==> src/rtl/pci_term_pkg.sv <==
package pci_term_pkg;
    typedef enum logic [2:0] {
        TERM_NONE        = 3'b000,
        TERM_NORMAL      = 3'b001,
        TERM_DISC_DATA   = 3'b010,
        TERM_DISC_NODATA = 3'b011,
        TERM_RETRY       = 3'b100,
        TERM_ABORT       = 3'b101
    } term_e;
endpackage

==> src/rtl/ptc_decode.sv <==
module ptc_decode
    import pci_term_pkg::*;
(
    input  logic  irdy,
    input  logic  trdy,
    input  logic  stop,
    input  logic  devsel,
    input  logic  moved,
    input  logic  term_done,
    output term_e cls,
    output logic  comp
);
    always_comb begin
        comp = irdy && trdy && devsel;
        cls  = TERM_NONE;
        if (irdy) begin
            if (stop) begin
                if (!term_done) begin
                    if (!devsel)
                        cls = TERM_ABORT;
                    else if (trdy)
                        cls = TERM_DISC_DATA;
                    else if (moved)
                        cls = TERM_DISC_NODATA;
                    else
                        cls = TERM_RETRY;
                end
            end else if (devsel && trdy) begin
                cls = TERM_NORMAL;
            end
        end
    end
endmodule

==> src/rtl/ptc_release_chk.sv <==
module ptc_release_chk (
    input  logic clk,
    input  logic rst_n,
    input  logic active,
    input  logic irdy,
    input  logic trdy,
    input  logic stop,
    output logic trdy_drop_err,
    output logic release_err
);
    typedef struct packed {
        logic was_active;
        logic pending;
        logic drop_err;
        logic rel_err;
    } chk_t;

    chk_t st_d, st_q;

    always_comb begin
        st_d            = st_q;
        st_d.was_active = active;
        st_d.pending    = active && trdy && !irdy && !stop;
        st_d.drop_err   = active && st_q.pending && !trdy;
        st_d.rel_err    = st_q.was_active && !active && (trdy || stop);
    end

    always_ff @(posedge clk) begin
        if (!rst_n) st_q <= '0;
        else        st_q <= st_d;
    end

    assign trdy_drop_err = st_q.drop_err;
    assign release_err   = st_q.rel_err;

    assert_drop_pulse_R11: assert property (@(posedge clk) disable iff (!rst_n)
        trdy_drop_err |=> !trdy_drop_err);
    assert_release_pulse_R12: assert property (@(posedge clk) disable iff (!rst_n)
        release_err |=> !release_err);
endmodule

==> src/rtl/pci_term_classifier.sv <==
module pci_term_classifier
    import pci_term_pkg::*;
#(
    parameter int CNT_W = 8
) (
    input  logic             clk,
    input  logic             rst_n,
    input  logic             frame_n,
    input  logic             irdy_n,
    input  logic             trdy_n,
    input  logic             stop_n,
    input  logic             devsel_n,
    output logic [2:0]       result_o,
    output logic [CNT_W-1:0] count_o,
    output logic             trdy_drop_err_o,
    output logic             release_err_o
);
    localparam logic [CNT_W-1:0] CNT_MAX = {CNT_W{1'b1}};

    typedef struct packed {
        logic             active;
        logic             moved;
        logic             term_done;
        logic [CNT_W-1:0] count;
        term_e            result;
    } state_t;

    state_t st_d, st_q;

    logic  active, start, moved_eff, comp;
    term_e cls;

    assign active    = !frame_n || !irdy_n;
    assign start     = active && !st_q.active;
    assign moved_eff = start ? 1'b0 : st_q.moved;

    ptc_decode u_decode (
        .irdy      (!irdy_n),
        .trdy      (!trdy_n),
        .stop      (!stop_n),
        .devsel    (!devsel_n),
        .moved     (moved_eff),
        .term_done (st_q.term_done && !start),
        .cls       (cls),
        .comp      (comp)
    );

    always_comb begin
        st_d        = st_q;
        st_d.active = active;
        st_d.result = active ? cls : TERM_NONE;
        if (!active) begin
            st_d.moved     = 1'b0;
            st_d.term_done = 1'b0;
        end else begin
            st_d.moved     = moved_eff || comp;
            st_d.term_done = (st_q.term_done && !start) ||
                             (cls != TERM_NONE && cls != TERM_NORMAL);
            if (start)
                st_d.count = comp ? CNT_W'(1) : '0;
            else if (comp && st_q.count != CNT_MAX)
                st_d.count = st_q.count + 1'b1;
        end
    end

    always_ff @(posedge clk) begin
        if (!rst_n) st_q <= '0;
        else        st_q <= st_d;
    end

    assign result_o = st_q.result;
    assign count_o  = st_q.count;

    ptc_release_chk u_release (
        .clk           (clk),
        .rst_n         (rst_n),
        .active        (active),
        .irdy          (!irdy_n),
        .trdy          (!trdy_n),
        .stop          (!stop_n),
        .trdy_drop_err (trdy_drop_err_o),
        .release_err   (release_err_o)
    );

    assert_idle_quiet_R8: assert property (@(posedge clk) disable iff (!rst_n)
        irdy_n |=> (result_o == 3'b000));
    assert_result_legal_R2: assert property (@(posedge clk) disable iff (!rst_n)
        result_o <= 3'd5);
    assert_term_once_R7: assert property (@(posedge clk) disable iff (!rst_n)
        (result_o >= 3'd2) |=> (result_o < 3'd2));
    assert_count_step_R9: assert property (@(posedge clk) disable iff (!rst_n)
        (count_o != $past(count_o)) |-> (count_o == $past(count_o) + 1'b1 || count_o <= CNT_W'(1)));
    assert_count_sat_R10: assert property (@(posedge clk) disable iff (!rst_n)
        (count_o == CNT_MAX) |=> (count_o == CNT_MAX || count_o <= CNT_W'(1)));
    assert_abort_no_count_R6: assert property (@(posedge clk) disable iff (!rst_n)
        (!irdy_n && !stop_n && devsel_n) |=> $stable(count_o) || count_o <= CNT_W'(1));
endmodule

==> config.mk <==
export PLATFORM = sky130hd
export DESIGN_NAME = pci_term_classifier
export DESIGN_NICKNAME = d
export VERILOG_FILES = /design/src/rtl/pci_term_pkg.sv /design/src/rtl/ptc_decode.sv /design/src/rtl/ptc_release_chk.sv /design/src/rtl/pci_term_classifier.sv
export SDC_FILE = /design/constraint.sdc
export NUM_CORES = 1
export LEC_CHECK = 0
export BUFFER_PORTS_ARGS = -buffer_cell sky130_fd_sc_hd__buf_2
export CAP_MARGIN = 0
export CORE_AREA = 2 2 44 46
export DETAILED_ROUTE_END_ITERATION = 8
export DIE_AREA = 0 0 46 48
export PLACE_DENSITY = 0.81
export SLEW_MARGIN = 25
export SYNTH_ARGS = -nofsm -noshare
export SYNTH_HDL_FRONTEND = slang
export SYNTH_HIERARCHICAL = 1
export SYNTH_SLANG_ARGS = --single-unit
==> constraint.sdc <==
create_clock -name clk -period 2.95 [get_ports clk]
set_clock_uncertainty 0.2 [all_clocks]
set_input_delay 0 -clock clk [delete_from_list [all_inputs] [get_ports clk]]
set_output_delay 0 -clock clk [all_outputs]
set_load 0.05 [all_outputs]
Yosys cells after proc, flatten, opt, wreduce, memory -nomap -nowiden
Cells that the tools add are included.
{"block": "classes", "add_sub_neg": 1, "n_eq_ne": 2, "n_mux": 11, "n_reduce_logical": 30}
{"operator": "3-bit two-way mux", "n": 6}
{"operator": "8-bit two-way mux", "n": 2}
{"operator": "1-bit logical AND", "n": 14}
{"operator": "8-bit by 1-bit adder with 8-bit output, second input constant", "n": 1}
{"operator": "1-bit logical NOT", "n": 8}
{"operator": "8-bit inequality test, second input constant", "n": 1}
{"operator": "1-bit logical OR", "n": 4}
{"operator": "2-bit AND reduction", "n": 2}
{"operator": "1-bit two-way mux", "n": 3}
{"operator": "3-bit by 1-bit inequality test with 1-bit output, second input constant", "n": 1}
{"operator": "3-bit nonzero test", "n": 1}
{"operator": "2-bit nonzero test", "n": 1}
{"block": "word_totals", "reg_bits": 17, "in_bits": 7, "output_inout_bits": 13, "elab_cells": 52}

Logic depth before layout (Yosys ltp)
Gate-level depths: netlist of the first run.
{"block": "logic_depth", "depth_word": 13, "depth_mapped": 7, "ltp_nobuf": 7}

Cells and area by module
The synthesis of the first run kept the hierarchy.
{"mod": "pci_term_classifier", "instances": 1, "cells_each": 74, "area_each_um2": 694.4, "seq_area_each_um2": 280.3}
{"mod": "ptc_release_chk", "instances": 1, "cells_each": 11, "area_each_um2": 125.1, "seq_area_each_um2": 80.1}
{"mod": "ptc_decode", "instances": 1, "cells_each": 11, "area_each_um2": 68.8, "seq_area_each_um2": 0.0}

Worst setup path before layout of the first run
No wires, ideal clock.
{"block": "synth_path", "path_type": "register -> register", "startpoint": "register st_q (netlist bit count_o[0])", "endpoint": "register st_q (netlist bit count_o[7])", "setup_time_ns": 0.070, "t_arrival_ns": 1.437, "setup_slack_ns": 1.244, "stages_incl_launch_ff": 6, "n_path_buf": 0, "cell_sequence": "dfxtp_1 -> ha_1 -> nand4_1 -> o21ai_4 -> or4_1 -> a21oi_1"}
{"block": "synth_between", "elab_chain_cells": 4, "word_cells_on_any_way": 7, "cone_classes": "add/sub (1); eq/ne (1); mux (2); reduce/logical (3)"}
{"item": "from (decl)", "line_no": "pci_term_classifier.sv:28", "rtl": "state_t st_d, st_q;"}
{"item": "from (signal assigned)", "line_no": "pci_term_classifier.sv:68", "rtl": "else st_q <= st_d;"}
{"item": "branches (longest 4 deep; another with 8-bit by 1-bit adder with 8-bit output)"}
Parallel ways; which one is timed is not known. The select of a mux whose other input is x is not followed.
A chain may end at the register's enable or synchronous reset.

Worst setup path in the final report of the first run
{"block": "layout_path", "startpoint": "input irdy_n", "endpoint": "register st_q (netlist bit count_o[7])"}
{"block": "layout_between", "elab_chain_cells": 6, "word_cells_on_any_way": 9, "cone_classes": "mux (1); reduce/logical (8)"}
{"item": "from (decl)", "line_no": "pci_term_classifier.sv:9", "rtl": "input logic irdy_n,"}
{"item": "1-bit logical NOT"}
{"item": "1-bit logical AND (2 in a row)", "line_no": "ptc_decode.sv:14", "rtl": "comp = irdy && trdy && devsel;"}
{"item": "named net comp", "line_no": "pci_term_classifier.sv:30", "rtl": "logic active, start, moved_eff, comp;"}
{"item": "1-bit logical AND", "line_no": "pci_term_classifier.sv:61", "rtl": "else if (comp && st_q.count != CNT_MAX)"}
{"item": "2-bit nonzero test (no line)"}
{"item": "2-bit AND reduction (no line)"}
The timed path passes the listed nets, and every way through them passes these cells.

==> flow_summary.json, run 1 <==
{
  "setup_tns_ns": 0,
  "share_of_layout_cells_above_drive_strength_1": 0.2627,
  "report.final.slew_viol_count": 0,
  "congestion_overflow_gr": 0,
  "clock_sink_count": 18,
  "floorplan.initialDensity": 0.5259,
  "netlist_top_cells_area": "sky130_fd_sc_hd__dfxtp_1 41%, sky130_fd_sc_hd__buf_4 9.3%, sky130_fd_sc_hd__nor4b_2 3.4%",
  "worst_path_clk_slew_ns": 0.11,
  "rsz_0062_raised_after_global_routing": "no",
  "worst_slack_ns": 0.8276,
  "drc_errors": 0,
  "design_power_total_uw": 466.1,
  "synth_enable_flop_cells": 0,
  "die-area_sq_um": 2208,
  "grt_antenna_before_repair": 0,
  "irDropWorstVdd_mv": 0.2224,
  "ys_types": 33,
  "pre_cts_slack_ns": 1.098,
  "yosys_warns": 6,
  "critical_path_arrival_ns": 2.16,
  "groute.usage.overall": 0.1956,
  "finalWirelength_um": 1862,
  "finalHoldViolations": 0,
  "power_density_nw_per_um2": 440.3,
  "setup_viol": 0,
  "place.port_buffers": 19,
  "tightestPinTransition_ns": 0.2823,
  "run_status": "finished clean",
  "numCtsBuffers": 3,
  "synth-seq-area-share": 0.4056,
  "root_buffer": "sky130_fd_sc_hd__clkbuf_4",
  "drv_cap": 0,
  "ant_nets": 0,
  "synthArstFlopShare": 0,
  "cts-htree-levels": 1,
  "antennaDiodeCount": 0,
  "final_nets": 127,
  "finalCritPeriodShare": 0.7195,
  "vias_per_cell": 5.593,
  "post-route-min-period_ns": 2.122,
  "clockBufferDepth": 2,
  "post-synth-top-count-cell": "sky130_fd_sc_hd__dfxtp_1",
  "fp-row-count": 15,
  "area_of_the_mapped_netlist_sq_um": 888.4,
  "boundaryPins": 20,
  "clock_insertion_delay_worst_skew_ns": 0.30,
  "min_path_type": "reg -> reg",
  "first_global_vias": 679,
  "num_vias": 755,
  "yosysTopAreaCell": "sky130_fd_sc_hd__dfxtp_1",
  "place.detailed.instances": 121,
  "postSynthAreaPerCell_sq_um": 9.254,
  "grt_first_pass_wirelength_um": 3105,
  "drt-wirelength-per-cell_um": 13.79,
  "static-leakage-power_nw": 0.4952,
  "place.gp.congestion": 0.7781,
  "synth_seq_cells": 18,
  "die_span_in_y_um": 48,
  "crit_type": "in -> reg",
  "worst_ep_required_time_ns": 2.99,
  "stdcell_count": 135,
  "critical_path.max_fanout": 10,
  "max_slew_margin": 0.8111,
  "synth_fp_nets": 104,
  "cp-start-kind": "input pin",
  "place_hpwl_um": 1215,
  "critPathCaptureType": "flip-flop",
  "area_of_the_core_sq_um": 1689,
  "die_w_um": 46,
  "fmax_mhz": 471.2,
  "synth_commonest_cells": "18 x sky130_fd_sc_hd__dfxtp_1, 11 x sky130_fd_sc_hd__buf_4, 7 x sky130_fd_sc_hd__inv_1, 7 x sky130_fd_sc_hd__nand2_1, 7 x sky130_fd_sc_hd__nor2_1",
  "postSynthCellCount": 96,
  "grt_start_max_net_pins": 11,
  "cts_tree": "done",
  "first_iter_violations": 18,
  "dr.pass1.iters": 4,
  "synth-main-ff-cell": "sky130_fd_sc_hd__dfxtp_1",
  "fill_cells": 139,
  "rrSetupSlack_ns": 1.06,
  "netlist.area_leader.share": 0.4056,
  "area_growth_pct": 19.16,
  "postLayoutCoreUtil": 0.6267
}
registers in the layout, summed over array words and instances (netlist names):
| register | flops |
|---|---|
| count_o | 8 |
| result_o | 3 |
| st_q | 3 |
| u_release/release_err | 1 |
| u_release/st_q | 2 |
| u_release/trdy_drop_err | 1 |
stage by stage:
step / hold slack [ns] / area [sq um]
after floorplan: -0.08017 / 888.4
after global placement: 0.1276 / 922.1
after detailed placement: 0.1337 / 922.1
after CTS: 0.3127 / 1059
after global routing: 0.3549 / 1059
final: 0.3102 / 1059
cell type report:
class,instances,area [sq um],share of cell area
multi-input combinational,60,419.2,0.3960
sequential,18,360.3,0.3404
timing repair buffer,29,195.2,0.1844
clock buffer,4,36.28,0.03428
inverter,7,26.28,0.02482
tap,17,21.27,0.02009
kinds of logic after synthesis:
| group | after synthesis | share of synthesized area |
|---|---|---|
| compound gates | 17 | 0.1564 |
| xor+xnor | 3 | 0.02958 |
| fa+ha+maj | 1 | 0.01408 |
| buf+inv | 18 | 0.1225 |
| flops | 18 | 0.4056 |
| mux | 1 | 0.01127 |
| simple gates | 38 | 0.2606 |
critical path, cell delays in order:
cell and delay [ns]:
sky130_fd_sc_hd__dlygate4sd3_1 0.54, sky130_fd_sc_hd__buf_2 0.16, sky130_fd_sc_hd__inv_1 0.13, sky130_fd_sc_hd__nand2_1 0.10
sky130_fd_sc_hd__nor2_1 0.19, sky130_fd_sc_hd__a21boi_4 0.26, sky130_fd_sc_hd__o21ai_4 0.13, sky130_fd_sc_hd__or4_1 0.49
sky130_fd_sc_hd__a21oi_1 0.16
timing repair:
item,4_1_cts,5_1_grt
buffers inserted,0,0
gates resized for setup,0,0
hold buffers,10,0
hold endpoints to repair,18,0
endpoints found under the setup margin,0,0
report_power, final:
| part | switching (mW) | internal (mW) |
|---|---|---|
| logic | 0.0375 | 0.0238 |
| clock network | 0.0775 | 0.0752 |
| registers | 0.00322 | 0.249 |
worst paths after layout:
path              startpoint    endpoint  cells after the start
setup / recovery      irdy_n  count_o[7]                      9
hold / removal    count_o[7]  count_o[7]                      2
setup reg to reg  count_o[0]  count_o[7]                      5
hold reg to reg   count_o[7]  count_o[7]                      2
layout by cell type (no fill, tap or decap), drive strengths merged:
| cell | count |
|---|---|
| buf | 19 |
| dfxtp | 18 |
| dlygate4sd3 | 10 |
| nand2 | 9 |
| inv | 7 |
| nor2 | 7 |
| o21ai | 4 |
| clkbuf | 4 |
| and2 | 3 |
| nand4 | 3 |
| o2111ai | 3 |
| xor2 | 3 |
| or4 | 3 |
| a21oi | 3 |
| and3 | 3 |
| nand3 | 2 |
| nor4b | 2 |
| a21boi | 2 |
| a21o | 1 |
| o211ai | 1 |
| mux2i | 1 |
| o21a | 1 |
| o31a | 1 |
| o31ai | 1 |
| or3 | 1 |
| ha | 1 |
| nand3b | 1 |
| nand4b | 1 |
| nor2b | 1 |
| nor3b | 1 |
| nor3 | 1 |
routing by layer:
metal	vias to the layer above	track usage	wire length, um	part of all wire
met1	345	0.2694	854	0.46
met2	30	0.2889	847	0.45
li1	373	-	-	-
met5	-	0	0	0
met3	7	0.04151	115	0.062
met4	0	0.09714	45	0.024
No activity file was read; power rests on OpenSTA's default activity.
==> run 2, diff against run 1 <==
--- a/config.mk
+++ b/config.mk
@@ -7,10 +7,10 @@
 export LEC_CHECK = 0
 export BUFFER_PORTS_ARGS = -buffer_cell sky130_fd_sc_hd__buf_2
 export CAP_MARGIN = 0
-export CORE_AREA = 2 2 44 46
+export CORE_AREA = 2 2 47 49
 export DETAILED_ROUTE_END_ITERATION = 8
-export DIE_AREA = 0 0 46 48
-export PLACE_DENSITY = 0.81
+export DIE_AREA = 0 0 49 51
+export PLACE_DENSITY = 0.75
 export SLEW_MARGIN = 25
 export SYNTH_ARGS = -nofsm -noshare
 export SYNTH_HDL_FRONTEND = slang
==> constraint.sdc (replaced) <==
create_clock -name clk -period 1.7 [get_ports clk]
set_clock_uncertainty 0.2 [all_clocks]
set_input_delay 0 -clock clk [delete_from_list [all_inputs] [get_ports clk]]
set_output_delay 0 -clock clk [all_outputs]
set_load 0.05 [all_outputs]
==> run 2 against run 1 <==
The run now ends with hold timing left. Total power grew 79%. Largest power group unchanged. Via count grew 8.9%. Cell count rose by 19%. Register-to-register slack got worse by 1.0 ns. First-iteration DRC count up 28%. Largest cell class unchanged. Worst hold slack got worse by 0.32 ns. Global-route usage is 3.7 points lower. Wire length is 9.2% higher. Core utilization fell by 3.1 points. Cell area is 16% higher. Clock power grew 75%. Critical path type is now reg -> reg.
==> flow_summary.json, run 2 (same netlist as run 1, synthesis figures left out) <==
{
  "grt_first_pass_wirelength_um": 3070,
  "finalCritPeriodShare": 0.9847,
  "min_path_type": "in -> reg",
  "die_w_um": 49,
  "report.final.slew_viol_count": 0,
  "tightestPinTransition_ns": 0.3174,
  "run_status": "finished with violations",
  "fmax_mhz": 597.4,
  "root_buffer": "sky130_fd_sc_hd__clkbuf_4",
  "ant_nets": 0,
  "fp-row-count": 17,
  "clockBufferDepth": 2,
  "critical_path.max_fanout": 5,
  "most-common-layout-cells": "19 x sky130_fd_sc_hd__buf_2, 16 x sky130_fd_sc_hd__dfxtp_1, 12 x sky130_fd_sc_hd__buf_4",
  "dr.pass1.iters": 4,
  "post-route-min-period_ns": 1.674,
  "pre_cts_slack_ns": -0.01405,
  "static-leakage-power_nw": 0.5624,
  "grt_start_max_net_pins": 11,
  "boundaryPins": 20,
  "drc_errors": 0,
  "violations_in_the_final_reports": "hold timing",
  "critPathCaptureType": "flip-flop",
  "crit_type": "reg -> reg",
  "area_growth_pct": 38.45,
  "critical-path-slowest-cell": "sky130_fd_sc_hd__or3_2",
  "cp-start-kind": "flip-flop",
  "number_of_flip_flops_under_the_largest_register_name": 8,
  "timing.hold.ws_ns": -0.01346,
  "grt_antenna_before_repair": 0,
  "crit_path_max_incr_delay_ns": 0.46,
  "place.gp.congestion": 0.7895,
  "final_common_cell": "sky130_fd_sc_hd__buf_2",
  "die-area_sq_um": 2499,
  "congestion_overflow_gr": 0,
  "antennaDiodeCount": 0,
  "finalWirelength_um": 2034,
  "rsz_0062_raised_after_global_routing": "yes",
  "max_slew_margin": 0.7878,
  "finalHoldViolations": 3,
  "drt-wirelength-per-cell_um": 12.71,
  "cts_tree": "done",
  "irDropWorstVdd_mv": 0.5649,
  "clock_sink_count": 18,
  "cts-htree-levels": 1,
  "clock_insertion_delay_worst_skew_ns": 0.30,
  "die_span_in_y_um": 51,
  "vias_per_cell": 5.138,
  "place_hpwl_um": 1325,
  "groute.usage.overall": 0.1583,
  "drv_cap": 0,
  "worst_slack_ns": 0.02601,
  "power_density_nw_per_um2": 679.0,
  "most_flops_register": "count_o",
  "first_global_vias": 810,
  "num_vias": 822,
  "critical_path_arrival_ns": 1.71,
  "place.port_buffers": 19,
  "reg_top3": "count_o x8, result_o x3, st_q x3",
  "critical_path.cell_chain": "ha_4, nand4_1, o21ai_4, or3_2, a21oi_1",
  "share_of_layout_cells_above_drive_strength_1": 0.3939,
  "first_iter_violations": 23,
  "area_of_the_core_sq_um": 2063,
  "worst_ep_required_time_ns": 1.73,
  "floorplan.initialDensity": 0.4306,
  "final_nets": 141,
  "numCtsBuffers": 3,
  "worst_path_clk_slew_ns": 0.10,
  "setup_viol": 0
}
[run 2: cell count changes in the layout (fill, tap and decap cells not counted), sizes merged]
cell,before,now
dlymetal6s4s,0,1
o21ai,4,5
buf,19,31
[run 2: final timing paths]
kind / endpoint / slack (ns) / startpoint / cells after the start
max: count_o[5] / 0.03 / count_o[0] / 5
min: count_o[4] / -0.01 / frame_n / 5
max reg2reg: count_o[5] / 0.03 / count_o[0] / 5
min reg2reg: u_release/trdy_drop_err / 0.28 / u_release/st_q[2] / 1
[run 2: worst max-delay path: cells and delay by family (launching register included)]
kind | cells | cell delay, ns
simple gates | 2 | 0.66
compound gates | 2 | 0.25
fa+ha+maj | 1 | 0.16
flops | 1 | 0.35
[run 2: timing repair]
item | in CTS | in global routing
gates resized for setup | 0 | 11
pin swaps | 0 | 5
hold buffers | 11 | 0
hold endpoints to repair | 18 | 0
gates cloned | 0 | 1
setup endpoints to repair | 2 | 11
buffers inserted | 1 | 3
[run 2: routing by layer]
layer | up-vias | global-route usage | wire (um)
met5 | - | 0 | 0
met4 | 0 | 0.04286 | 10
met3 | 4 | 0.05263 | 106
met2 | 36 | 0.3379 | 1142
met1 | 381 | 0.1372 | 774
li1 | 401 | - | -
[run 2: final cells by class]
| cell class | instances | area, sq um |
|---|---|---|
| clock buffer | 4 | 36.28 |
| fill | 185 | 833.3 |
| sequential | 18 | 362.8 |
| inverter | 7 | 26.28 |
| multi-input combinational | 61 | 471.7 |
| tap | 28 | 35.03 |
| timing repair buffer | 42 | 297.8 |
[run 2: through the flow]
step,power [mW],utilization,TNS [ns],area (sq um),std cells
global placement,0.5431,0.4827,0,996.0,140
detailed placement,0.5473,0.4827,-0.01946,996.0,140
finish,0.8351,0.5961,0,1230,160
floorplan,0.5129,-,0,888.4,96
CTS,0.8265,0.5573,0,1150,156
global route,0.8663,0.5961,-0.2138,1230,160
[run 2: power by group]
| part | leakage, nW | internal [mW] | switching (mW) | total (mW) |
|---|---|---|---|---|
| sequential | 0.147 | 0.432 | 0.00386 | 0.436 |
| clock | 0.0210 | 0.131 | 0.137 | 0.268 |
| combinational | 0.394 | 0.0588 | 0.0720 | 0.131 |
| total | 0.562 | 0.622 | 0.213 | 0.835 |
==> run 3, diff against run 2 <==
--- a/config.mk
+++ b/config.mk
@@ -7,12 +7,12 @@
 export LEC_CHECK = 0
 export BUFFER_PORTS_ARGS = -buffer_cell sky130_fd_sc_hd__buf_2
 export CAP_MARGIN = 0
-export CORE_AREA = 2 2 47 49
+export CORE_AREA = 2 2 46 48
+export CTS_CLUSTER_SIZE = 8
 export DETAILED_ROUTE_END_ITERATION = 8
-export DIE_AREA = 0 0 49 51
-export PLACE_DENSITY = 0.75
+export DIE_AREA = 0 0 48 50
+export PLACE_DENSITY = 0.74
 export SLEW_MARGIN = 25
 export SYNTH_ARGS = -nofsm -noshare
 export SYNTH_HDL_FRONTEND = slang
-export SYNTH_HIERARCHICAL = 1
 export SYNTH_SLANG_ARGS = --single-unit
==> run 3 against run 2 <==
The run now ends clean. Core utilization decreased by 6.3 points. Clock power decreased by 20%. Sequential cell count decreased by 1. Cell count decreased by 12%. Fmax increased by 8.1%. Die area decreased by 4.0%. Combinational power decreased by 35%. Synthesized cell count decreased by 6.3%. Area after synthesis decreased by 6.8%. Worst hold slack improved by 0.079 ns.
==> flow_summary.json, run 3 <==
{
  "ys_types": 33,
  "fmax_mhz": 645.9,
  "r2r_start": "count_o[7]",
  "final_cell_area_sq_um": 1015,
  "synth_seq_cells": 17,
  "floorplan.initialDensity": 0.4355,
  "yosys_warns": 0,
  "congestion_overflow_gr": 0,
  "postSynthAreaPerCell_sq_um": 9.203,
  "most_flops_register": "count_o",
  "final_nets": 123,
  "grt_antenna_before_repair": 0,
  "die_w_um": 48,
  "postLayoutCoreUtil": 0.5336,
  "finalHoldViolations": 0,
  "grt_first_pass_wirelength_um": 2766,
  "critical_path.max_fanout": 8,
  "synth_enable_flop_cells": 0,
  "boundaryPins": 20,
  "crit_path_max_incr_delay_ns": 0.57,
  "ant_nets": 0,
  "place.port_buffers": 19,
  "post-route-min-period_ns": 1.548,
  "drv_cap": 0,
  "static-leakage-power_nw": 0.4420,
  "drc_errors": 0,
  "critical_path.cell_chain": "dlygate4sd3_1, buf_2, nand4_1, a21oi_1, dlygate4sd3_1",
  "report.final.slew_viol_count": 0,
  "clockBufferDepth": 2,
  "clock_insertion_delay_worst_skew_ns": 0.29,
  "path_common_cell": "sky130_fd_sc_hd__dlygate4sd3_1",
  "die_span_in_y_um": 50,
  "postSynthCellCount": 90,
  "place.detailed.instances": 128,
  "area_of_the_core_sq_um": 1902,
  "cts-htree-levels": 1,
  "groute.usage.overall": 0.1631,
  "vias_per_cell": 5.404,
  "finalWirelength_um": 1786,
  "rrSetupSlack_ns": 0.17,
  "critical_path_buf_inv_count": 3,
  "finalCritPeriodShare": 0.9107,
  "drt-met1-wl_um": 728,
  "post-synth-top-count-cell": "sky130_fd_sc_hd__dfxtp_1",
  "min_path_type": "in -> reg",
  "design_power_total_uw": 711.6,
  "area_of_the_mapped_netlist_sq_um": 828.3,
  "worstReg2RegEnd": "count_o[1]",
  "timing.hold.worst_path_depth": 4,
  "rsz_0062_raised_after_global_routing": "no",
  "dpl-instance-area_sq_um": 893.4,
  "worst_path_clk_slew_ns": 0.10,
  "synth-seq-area-share": 0.4109,
  "cp-start-kind": "input pin",
  "synth_fp_nets": 98,
  "antennaDiodeCount": 0,
  "setup_viol": 0,
  "grt_start_max_net_pins": 11,
  "fp-row-count": 16,
  "worst_slack_ns": 0.1518,
  "dr.pass1.iters": 4,
  "cts_tree": "done",
  "critical_path_arrival_ns": 1.59,
  "worst_path_dominant_cell_family": "buffers and inverters",
  "wl_met3_um": 119,
  "num_vias": 762,
  "first_iter_violations": 32,
  "yosysTopAreaCell": "sky130_fd_sc_hd__dfxtp_1",
  "timing.hold.ws_ns": 0.06517,
  "die-area_sq_um": 2400,
  "number_of_flip_flops_under_the_largest_register_name": 8,
  "place_hpwl_um": 1228,
  "tightestPinTransition_ns": 0.3538,
  "critPathCaptureType": "flip-flop",
  "share_of_layout_cells_above_drive_strength_1": 0.3158,
  "hold_path.startpoint": "irdy_n",
  "power_density_nw_per_um2": 701.3,
  "critical-path-slowest-cell": "sky130_fd_sc_hd__dlygate4sd3_1",
  "synth-main-ff-cell": "sky130_fd_sc_hd__dfxtp_1",
  "root_buffer": "sky130_fd_sc_hd__clkbuf_4",
  "min_to": "st_q[12]",
  "final_common_cell": "sky130_fd_sc_hd__buf_2",
  "run_status": "finished clean",
  "netlist_top_cells_area": "sky130_fd_sc_hd__dfxtp_1 41%, sky130_fd_sc_hd__buf_4 10%, sky130_fd_sc_hd__nand2_1 5.0%",
  "first_global_vias": 661,
  "drt-wirelength-per-cell_um": 12.67,
  "fill_cells": 176,
  "worst_r2r_path_depth": 4,
  "crit_type": "in -> reg",
  "area_growth_pct": 22.51,
  "setup_tns_ns": 0,
  "maxUsedRoutingLayer": "met4",
  "synthArstFlopShare": 0,
  "worst_ep_required_time_ns": 1.74,
  "numCtsBuffers": 3,
  "reg_top3": "count_o x8, result_o x3, st_q x3",
  "place.gp.congestion": 0.7948,
  "pre_cts_slack_ns": 0.1016,
  "stdcell_count": 141,
  "clock_sink_count": 17,
  "synth_commonest_cells": "17 x sky130_fd_sc_hd__dfxtp_1, 11 x sky130_fd_sc_hd__buf_4, 11 x sky130_fd_sc_hd__nand2_1, 7 x sky130_fd_sc_hd__nor2_1, 6 x sky130_fd_sc_hd__nand3_1",
  "wl_met2_um": 903,
  "max_slew_margin": 0.7641,
  "irDropWorstVdd_mv": 0.2459,
  "netlist.area_leader.share": 0.4109,
  "most-common-layout-cells": "19 x sky130_fd_sc_hd__buf_2, 16 x sky130_fd_sc_hd__dfxtp_1, 11 x sky130_fd_sc_hd__nand2_1"
}
==> run 3: changes by cell type after synthesis, sizes merged, moves of 3 or more <==
| cell | previous run | this run |
|---|---|---|
| o2111ai | 3 | 0 |
| a31oi | 0 | 3 |
| nand3 | 2 | 6 |
| o21ai | 4 | 1 |
| inv | 7 | 1 |
| xor2 | 3 | 0 |
| or4 | 3 | 0 |
| nor3 | 1 | 5 |
==> run 3: layer usage <==
metal / track usage / vias up
li1: - / 366
met4: 0.07658 / 0
met2: 0.2444 / 32
met3: 0.04396 / 6
met5: 0 / -
met1: 0.2094 / 358
==> run 3: timing repair <==
item / 4_1_cts / 5_1_grt
buffers inserted: 0 / 0
endpoints found under the hold margin: 16 / 1
hold buffers: 9 / 1
endpoints found under the setup margin: 0 / 2
resized for setup: 0 / 2
==> run 3: logic make-up (layout without fill, tap and decap cells) <==
logic type                 Yosys count  in the layout  share of synthesized area
xor gates and xnor gates             2              2                    0.02115
and+or+nand+nor                     40             40                     0.2870
muxes                                1              1                    0.01209
DFF                                 17             17                     0.4109
adders and majority gates            1              1                    0.01510
buffers and inverters               13             37                     0.1178
AOI/OAI and AO/OA                   16             16                     0.1360
==> run 3: tightest hold or removal path, stage by stage <==
cell and delay [ns]:
sky130_fd_sc_hd__buf_2 0.13, sky130_fd_sc_hd__a21o_1 0.22, sky130_fd_sc_hd__nand2_1 0.09, sky130_fd_sc_hd__a21boi_0 0.08
==> run 3: how the worst max path moves through the flow <==
| stage | end | startpoint | slack [ns] | depth (start not counted) |
|---|---|---|---|---|
| final | u_release.release_err | rst_n | 0.15 | 5 |
| after CTS | result_o[0] | frame_n | 0.04 | 6 |
| after global placement | count_o[7] | devsel_n | 0.14 | 5 |
| after detailed placement | count_o[7] | devsel_n | 0.10 | 5 |
| after floorplan | count_o[1] | count_o[4] | 0.20 | 4 |
| after global routing | count_o[4] | count_o[1] | 0.04 | 5 |
==> run 3: area by class of cell <==
| class | count | area, sq um | share of cell area |
|---|---|---|---|
| Timing Repair Buffer | 32 | 215.2 | 0.2121 |
| Multi-Input combinational cell | 60 | 392.9 | 0.3872 |
| Tap cell | 27 | 33.78 | 0.03329 |
| Clock inverter | 1 | 5.005 | 0.004932 |
| Sequential cell | 17 | 341.6 | 0.3366 |
| Inverter | 1 | 3.754 | 0.003699 |
| Clock buffer | 3 | 22.52 | 0.02219 |
==> run 3: report_power, final <==
group	internal, mW	total, mW	leakage [nW]	switching, mW
combinational	0.0346	0.0855	0.286	0.0508
sequential	0.407	0.412	0.138	0.00512
clock	0.0875	0.214	0.0177	0.127
total	0.529	0.712	0.442	0.183
